### config.mk
export PLATFORM = sky130hd
export DESIGN_NAME = extbus_wr_ctrl
export DESIGN_NICKNAME = d
export VERILOG_FILES = /design/src/rtl/ewc_pkg.sv /design/src/rtl/ewc_phase_seq.sv /design/src/rtl/ewc_beat_map.sv /design/src/rtl/extbus_wr_ctrl.sv
export SDC_FILE = /design/constraint.sdc
export NUM_CORES = 1
export LEC_CHECK = 0
export ABC_AREA = 1
export ABC_CLOCK_PERIOD_IN_PS = 4600
export CORE_UTILIZATION = 54
export CTS_CLUSTER_DIAMETER = 120
export CTS_CLUSTER_SIZE = 12
export DETAILED_ROUTE_END_ITERATION = 8
export GPL_ROUTABILITY_DRIVEN = 0
export PLACE_DENSITY = 0.87
export SLEW_MARGIN = 20
export SYNTH_ARGS = -nofsm -noshare
export SYNTH_HDL_FRONTEND = slang
export SYNTH_SLANG_ARGS = --single-unit
### constraint.sdc
create_clock -name clk -period 4.6 [get_ports clk]
set_input_delay 0.92 -clock clk [delete_from_list [all_inputs] [get_ports clk]]
set_output_delay 0.92 -clock clk [all_outputs]
set_load 0.01 [all_outputs]
### src/rtl/ewc_pkg.sv
package ewc_pkg;

   typedef enum logic [1:0] {
      PH_IDLE   = 2'd0,
      PH_SETUP  = 2'd1,
      PH_STROBE = 2'd2,
      PH_HOLD   = 2'd3
   } ewc_phase_e;

   localparam logic [1:0] SZ_BYTE = 2'b00;
   localparam logic [1:0] SZ_HALF = 2'b01;

   // number of external accesses for one request
   function automatic logic [2:0] ewc_beat_count(input logic wide, input logic [1:0] size);
      logic [2:0] n;
      if (wide) n = (size[1]) ? 3'd2 : 3'd1;
      else if (size == SZ_BYTE) n = 3'd1;
      else if (size == SZ_HALF) n = 3'd2;
      else n = 3'd4;
      return n;
   endfunction

endpackage

### src/rtl/ewc_phase_seq.sv
module ewc_phase_seq
   import ewc_pkg::*;
#(
   parameter int CNT_W = 4
) (
   input  logic             clk,
   input  logic             rst_n,
   input  logic             start,
   input  logic [CNT_W-1:0] setup_cnt,
   input  logic [CNT_W-1:0] strobe_cnt,
   input  logic [CNT_W-1:0] hold_cnt,
   input  logic [2:0]       nbeats,
   output ewc_phase_e       phase,
   output logic [1:0]       beat
);

   logic [CNT_W-1:0] cnt_q;
   logic [CNT_W-1:0] limit;
   logic             phase_end;
   logic             last_beat;

   always_comb begin
      case (phase)
         PH_SETUP:  limit = setup_cnt;
         PH_STROBE: limit = strobe_cnt;
         PH_HOLD:   limit = hold_cnt;
         default:   limit = '0;
      endcase
   end

   assign phase_end = (cnt_q == limit);
   assign last_beat = ({1'b0, beat} == (nbeats - 3'd1));

   always_ff @(posedge clk or negedge rst_n) begin
      if (!rst_n) begin
         phase <= PH_IDLE;
         cnt_q <= '0;
         beat  <= '0;
      end else begin
         case (phase)
            PH_IDLE: begin
               cnt_q <= '0;
               beat  <= '0;
               if (start) phase <= PH_SETUP;
            end
            PH_SETUP: begin
               if (phase_end) begin
                  phase <= PH_STROBE;
                  cnt_q <= '0;
               end else begin
                  cnt_q <= cnt_q + 1'b1;
               end
            end
            PH_STROBE: begin
               if (phase_end) begin
                  phase <= PH_HOLD;
                  cnt_q <= '0;
               end else begin
                  cnt_q <= cnt_q + 1'b1;
               end
            end
            default: begin
               if (phase_end) begin
                  cnt_q <= '0;
                  if (last_beat) begin
                     phase <= PH_IDLE;
                     beat  <= '0;
                  end else begin
                     phase <= PH_SETUP;
                     beat  <= beat + 1'b1;
                  end
               end else begin
                  cnt_q <= cnt_q + 1'b1;
               end
            end
         endcase
      end
   end

endmodule

### src/rtl/ewc_beat_map.sv
module ewc_beat_map
   import ewc_pkg::*;
#(
   parameter int ADDR_W = 24
) (
   input  logic              wide,
   input  logic [1:0]        size,
   input  logic [ADDR_W-1:0] addr,
   input  logic [31:0]       wdata,
   input  logic [3:0]        mask,
   input  logic [1:0]        beat,
   output logic [1:0]        ba,
   output logic [ADDR_W-3:0] waddr,
   output logic [1:0]        be_n,
   output logic [15:0]       dq
);

   localparam int LANES = 2;

   logic [ADDR_W-1:0] base;
   logic [2:0]        step;
   logic [ADDR_W-1:0] badr;
   logic [3:0]        msh;
   logic [31:0]       half_sh;
   logic [31:0]       byte_sh;
   logic [LANES-1:0]  lane_on;

   // bit 0 is dropped for halfword and word sizes
   assign base  = (size == SZ_BYTE) ? addr : {addr[ADDR_W-1:1], 1'b0};
   assign step  = wide ? {beat, 1'b0} : {1'b0, beat};
   assign badr  = base + {{(ADDR_W-3){1'b0}}, step};

   assign ba    = wide ? {1'b0, badr[1]} : badr[1:0];
   assign waddr = badr[ADDR_W-1:2];

   assign msh     = mask  >> (wide ? {beat, 1'b0} : {1'b0, beat});
   assign half_sh = wdata >> {beat, 4'b0000};
   assign byte_sh = wdata >> {beat, 3'b000};

   generate
      for (genvar l = 0; l < LANES; l++) begin : g_lane
         always_comb begin
            if (wide) begin
               if (size == SZ_BYTE)
                  lane_on[l] = (addr[0] == l[0]) && mask[0];
               else if (size == SZ_HALF)
                  lane_on[l] = mask[l];
               else
                  lane_on[l] = msh[l];
            end else begin
               lane_on[l] = (l == 0) && msh[0];
            end
         end
         assign be_n[l] = ~lane_on[l];
      end
   endgenerate

   always_comb begin
      if (wide && (size == SZ_BYTE)) dq = {wdata[7:0], wdata[7:0]};
      else if (wide)                 dq = half_sh[15:0];
      else                           dq = {byte_sh[7:0], byte_sh[7:0]};
   end

endmodule

### src/rtl/extbus_wr_ctrl.sv
module extbus_wr_ctrl
   import ewc_pkg::*;
#(
   parameter int ADDR_W = 24,
   parameter int CNT_W  = 4
) (
   input  logic              clk,
   input  logic              rst_n,
   input  logic              req_valid,
   output logic              req_ready,
   input  logic [ADDR_W-1:0] req_addr,
   input  logic [31:0]       req_wdata,
   input  logic [1:0]        req_size,
   input  logic [3:0]        req_be,
   input  logic              cfg_wide,
   input  logic [CNT_W-1:0]  cfg_setup,
   input  logic [CNT_W-1:0]  cfg_strobe,
   input  logic [CNT_W-1:0]  cfg_hold,
   output logic              ext_cs_n,
   output logic              ext_we_n,
   output logic [1:0]        ext_be_n,
   output logic [1:0]        ext_ba,
   output logic [ADDR_W-3:0] ext_addr,
   output logic [15:0]       ext_dq_out,
   output logic              ext_dq_oe
);

   generate
      if (ADDR_W < 4) begin : g_bad_addr_w
         $error("extbus_wr_ctrl: ADDR_W must be at least 4");
      end
      if (CNT_W < 1) begin : g_bad_cnt_w
         $error("extbus_wr_ctrl: CNT_W must be at least 1");
      end
   endgenerate

   ewc_phase_e        phase;
   logic [1:0]        beat;
   logic              accept;
   logic              busy;

   logic              r_wide;
   logic [1:0]        r_size;
   logic [ADDR_W-1:0] r_addr;
   logic [31:0]       r_wdata;
   logic [3:0]        r_mask;
   logic [CNT_W-1:0]  r_setup;
   logic [CNT_W-1:0]  r_strobe;
   logic [CNT_W-1:0]  r_hold;
   logic [2:0]        nbeats;

   logic [1:0]        map_ba;
   logic [ADDR_W-3:0] map_addr;
   logic [1:0]        map_be_n;
   logic [15:0]       map_dq;

   assign busy   = (phase != PH_IDLE);
   assign accept = req_valid && !busy;

   always_ff @(posedge clk or negedge rst_n) begin
      if (!rst_n) begin
         r_wide   <= 1'b1;
         r_size   <= '0;
         r_addr   <= '0;
         r_wdata  <= '0;
         r_mask   <= '0;
         r_setup  <= '0;
         r_strobe <= '0;
         r_hold   <= '0;
      end else if (accept) begin
         r_wide   <= cfg_wide;
         r_size   <= req_size;
         r_addr   <= req_addr;
         r_wdata  <= req_wdata;
         r_mask   <= req_be;
         r_setup  <= cfg_setup;
         r_strobe <= cfg_strobe;
         r_hold   <= cfg_hold;
      end
   end

   assign nbeats = ewc_beat_count(r_wide, r_size);

   ewc_phase_seq #(.CNT_W(CNT_W)) seq_i (
      .clk        (clk),
      .rst_n      (rst_n),
      .start      (accept),
      .setup_cnt  (r_setup),
      .strobe_cnt (r_strobe),
      .hold_cnt   (r_hold),
      .nbeats     (nbeats),
      .phase      (phase),
      .beat       (beat)
   );

   ewc_beat_map #(.ADDR_W(ADDR_W)) map_i (
      .wide  (r_wide),
      .size  (r_size),
      .addr  (r_addr),
      .wdata (r_wdata),
      .mask  (r_mask),
      .beat  (beat),
      .ba    (map_ba),
      .waddr (map_addr),
      .be_n  (map_be_n),
      .dq    (map_dq)
   );

   assign req_ready  = !busy;
   assign ext_cs_n   = !busy;
   assign ext_we_n   = (phase != PH_STROBE);
   assign ext_dq_oe  = busy;
   assign ext_be_n   = busy ? map_be_n : 2'b11;
   assign ext_dq_out = busy ? map_dq   : 16'h0000;
   assign ext_ba     = map_ba;
   assign ext_addr   = map_addr;

endmodule

==> results.cfg <==
[outcome]
run_status = completed

[floorplanning]
dieArea_um2 = 9420
top_level_ports = 124
core_area_um2 = 8720
floorplan.initialDensity_pct = 56.0
std_cell_rows = 34
die_width_um = 97.1
die_y_um = 97.1

[sta]
rsz0062_at_grt = false
max_clock_skew_ns = 0.0176
timing.fmax_mhz = 229
headroom_to_the_max_slew_limit_pct = 29.1
worst_slew_pin_slew_ns = 1.06
setup_total_negative_slack_ns = 0
timing.final.setup_violations = 0
timing.final.crit_period_ns = 4.37
post-route-period-util_pct = 95.0
maxSlewViolCount = 0
finalHoldViolations = 0

[clock_tree]
insertion_delay_ns = 0.35
clockBufferDepth = 2
clk_pin_slew_ns = 0.10
tritoncts = built
cts_setup_buffers = 0
ctsRootBufferMaster = sky130_fd_sc_hd__clkbuf_8
h_tree_lvls = 3
inserted_clock_buffers = 9
clock_sink_count = 83

[synthesis]
post_synth_num_cell_types = 36
yosys.cell_count.top_type = sky130_fd_sc_hd__nand2_1
synth-seq-area-share_pct = 42.6
synth_edf_count = 0
synthFlopType = sky130_fd_sc_hd__dfrtp_1
netlist_top_cells_count = sky130_fd_sc_hd__nand2_1, sky130_fd_sc_hd__dfrtp_1, sky130_fd_sc_hd__mux2_2
yosys-top-cells-area = sky130_fd_sc_hd__dfrtp_1, sky130_fd_sc_hd__mux2_2, sky130_fd_sc_hd__nand2_1
netlist_instances = 560
synth_async_sr_flop_share_pct = 100
post_synthesis_register_bit_count = 83
synthesis.yosys.warnings = 0
avgSynthCellArea_um2 = 8.72
synth_top_cell_by_area = sky130_fd_sc_hd__dfrtp_1
synth.cell_area_um2 = 4880
yosys.area.top_type_share_pct = 42.0
synth_nets = 650

[route]
via_to_cell_ratio = 5.51
detail_route.wirelength_um = 12300
antenna_violating_nets_post_route = 0
via_count = 4346
initialDrtViolationCount = 361
drt_first_pass_iters = 5
drt-wirelength-per-cell_um = 15.6
detail_route.drc_violations = 0

[critical_path]
timing.critical_path.cells = inv_2 -> nand2_1 -> o21ai_1 -> ha_1 -> nand3_1 -> nand3_1 -> nand3_1 -> nor4_1 -> xor2_1 -> clkdlybuf4s50_1
cp.arrival_ns = 3.45
cp-start-kind = flop
timing.critical_path.required_ns = 3.68
critical_path_fanouts_max = 9
crit_cells = 10
critical_path.most_common_cell = sky130_fd_sc_hd__nand3_1
timing.critical_path.slowest_cell_delay_ns = 0.59
kind_of_critical_path = flop to output port
worst_path_buf_inv = 2
r2r.worst_path.cells = 5
worst_setup_path_end_kind = output port
path_delay_family = simple AND/OR/NAND/NOR gates
timing.critical_path.slowest_stage_cell = sky130_fd_sc_hd__dfstp_2

[power]
peakVddDrop_mv = 0.493
cellPowerDensity_nw_per_um2 = 732
leakage_nw = 2.83

[finish]
fillCellCount = 615
final_layout_size_suffix_gt1_share_pct = 14.8
layout.core_utilization_pct = 73.0
diodes = 0
final_nets = 766
area_delta_synth_final_pct = 30.4

[global_route]
grt_first_pass_wirelength_um = 20700
largest_net_degree_at_the_start_of_global_routing = 92
grt_antenna_before_repair = 0
grt_overall_usage_pct = 27.0
grt_overflow = 0
first_global_vias = 4407

[placement]
hpwlAfterDp_um = 8910
portBuffers = 123

[min_path]
worst_hold_path_type = flop to flop
worst_hold_path.num_cells = 1

[run]
max_cap_violations = 0
[cell type report]
| type | count | area [um2] | share of cell area (%) |
|---|---|---|---|
| clock buffers | 10 | 128 | 2.01 |
| clock inverters | 6 | 72.6 | 1.14 |
| inverters | 42 | 158 | 2.48 |
| multi-input cells | 414 | 2540 | 39.9 |
| flip-flops and latches | 83 | 2080 | 32.7 |
| well taps | 108 | 135 | 2.12 |
| repair buffers | 126 | 1250 | 19.7 |
[worst paths after layout]
check	slack (ns)	start	end
max reg2reg	1.87	seq_i.phase[1]	r_wdata[24]
max in group asynchronous	3.47	rst_n	seq_i.cnt_q[2]
min in group asynchronous	0.59	rst_n	r_wdata[0]
min	0.52	r_strobe[1]	r_strobe[1]
max	0.23	r_wide	ext_addr[21]
min reg2reg	0.52	r_strobe[1]	r_strobe[1]
[sequential cells by signal, indices dropped and copies added (netlist names)]
name	cells
seq_i.phase	2
r_addr	24
seq_i.cnt_q	4
r_wide	1
r_wdata	32
seq_i.beat	2
r_strobe	4
r_mask	4
r_hold	4
r_size	2
r_setup	4
[per-layer routing]
layer / routed length (um) / vias up / part of all wire, % / global-route usage [%]
li1: - / 2087 / - / -
met1: 5240 / 2039 / 43 / 36.4
met2: 5970 / 191 / 49 / 43.6
met3: 720 / 29 / 5.9 / 4.03
met4: 344 / 0 / 2.8 / 11.3
met5: 0 / - / 0 / 0
[what timing repair did]
action                                  CTS  global route
resized for setup                         0             1
endpoints found under the setup margin    0             3
hold buffers                              0             0
[cell usage in the layout (no fill, tap or decap), types with 5 or more instances in the layout]
cell type / count
sky130_fd_sc_hd__mux2_2: 59
sky130_fd_sc_hd__a21oi_1: 42
sky130_fd_sc_hd__ha_1: 11
sky130_fd_sc_hd__dfrtp_1: 82
sky130_fd_sc_hd__o21ai_0: 28
sky130_fd_sc_hd__inv_1: 40
sky130_fd_sc_hd__a21boi_0: 7
sky130_fd_sc_hd__nand3_1: 26
sky130_fd_sc_hd__nor3_1: 7
sky130_fd_sc_hd__nand2_1: 137
sky130_fd_sc_hd__xor2_1: 21
sky130_fd_sc_hd__clkbuf_8: 9
sky130_fd_sc_hd__nor2_1: 34
sky130_fd_sc_hd__xnor2_1: 5
sky130_fd_sc_hd__a21oi_2: 11
sky130_fd_sc_hd__clkdlybuf4s50_1: 122
[report_power, final]
part	switching [mW]	internal, mW	leakage, nW	total [mW]
registers	0.340	1.09	0.972	1.43
clock network	0.278	0.257	0.0910	0.535
logic	1.39	1.30	1.77	2.69
total	2.01	2.65	2.83	4.66
[logic make-up after synthesis]
kind of cell / count (synthesis) / share of synthesized area (%)
simple gates: 223 / 19.2
compound gates: 94 / 11.1
xor+xnor: 26 / 4.67
fa+ha+maj: 12 / 3.23
flops: 83 / 42.6
buf+inv: 63 / 5.61
mux: 59 / 13.6
[stage by stage]
step	instances	power, mW	hold WS, ns	area, um2	worst slack [ns]
6_report	789	4.66	0.519	6360	0.230
5_1_grt	789	5.01	0.542	6360	0.0639
4_1_cts	789	4.65	0.522	6360	0.175
3_5_place_dp	773	4.09	0.500	6160	0.600
3_3_place_gp	773	3.96	0.492	6160	0.651
2_1_floorplan	560	3.04	0.475	4880	1.42
[worst register-to-register path, stage by stage (launching register included)]
cell and delay, ns:
sky130_fd_sc_hd__dfrtp_1 0.45, sky130_fd_sc_hd__inv_1 0.14, sky130_fd_sc_hd__ha_1 0.65, sky130_fd_sc_hd__buf_4 0.28
sky130_fd_sc_hd__nand2_4 0.55, sky130_fd_sc_hd__mux2_2 0.56
(Power assumes the default switching activity.)
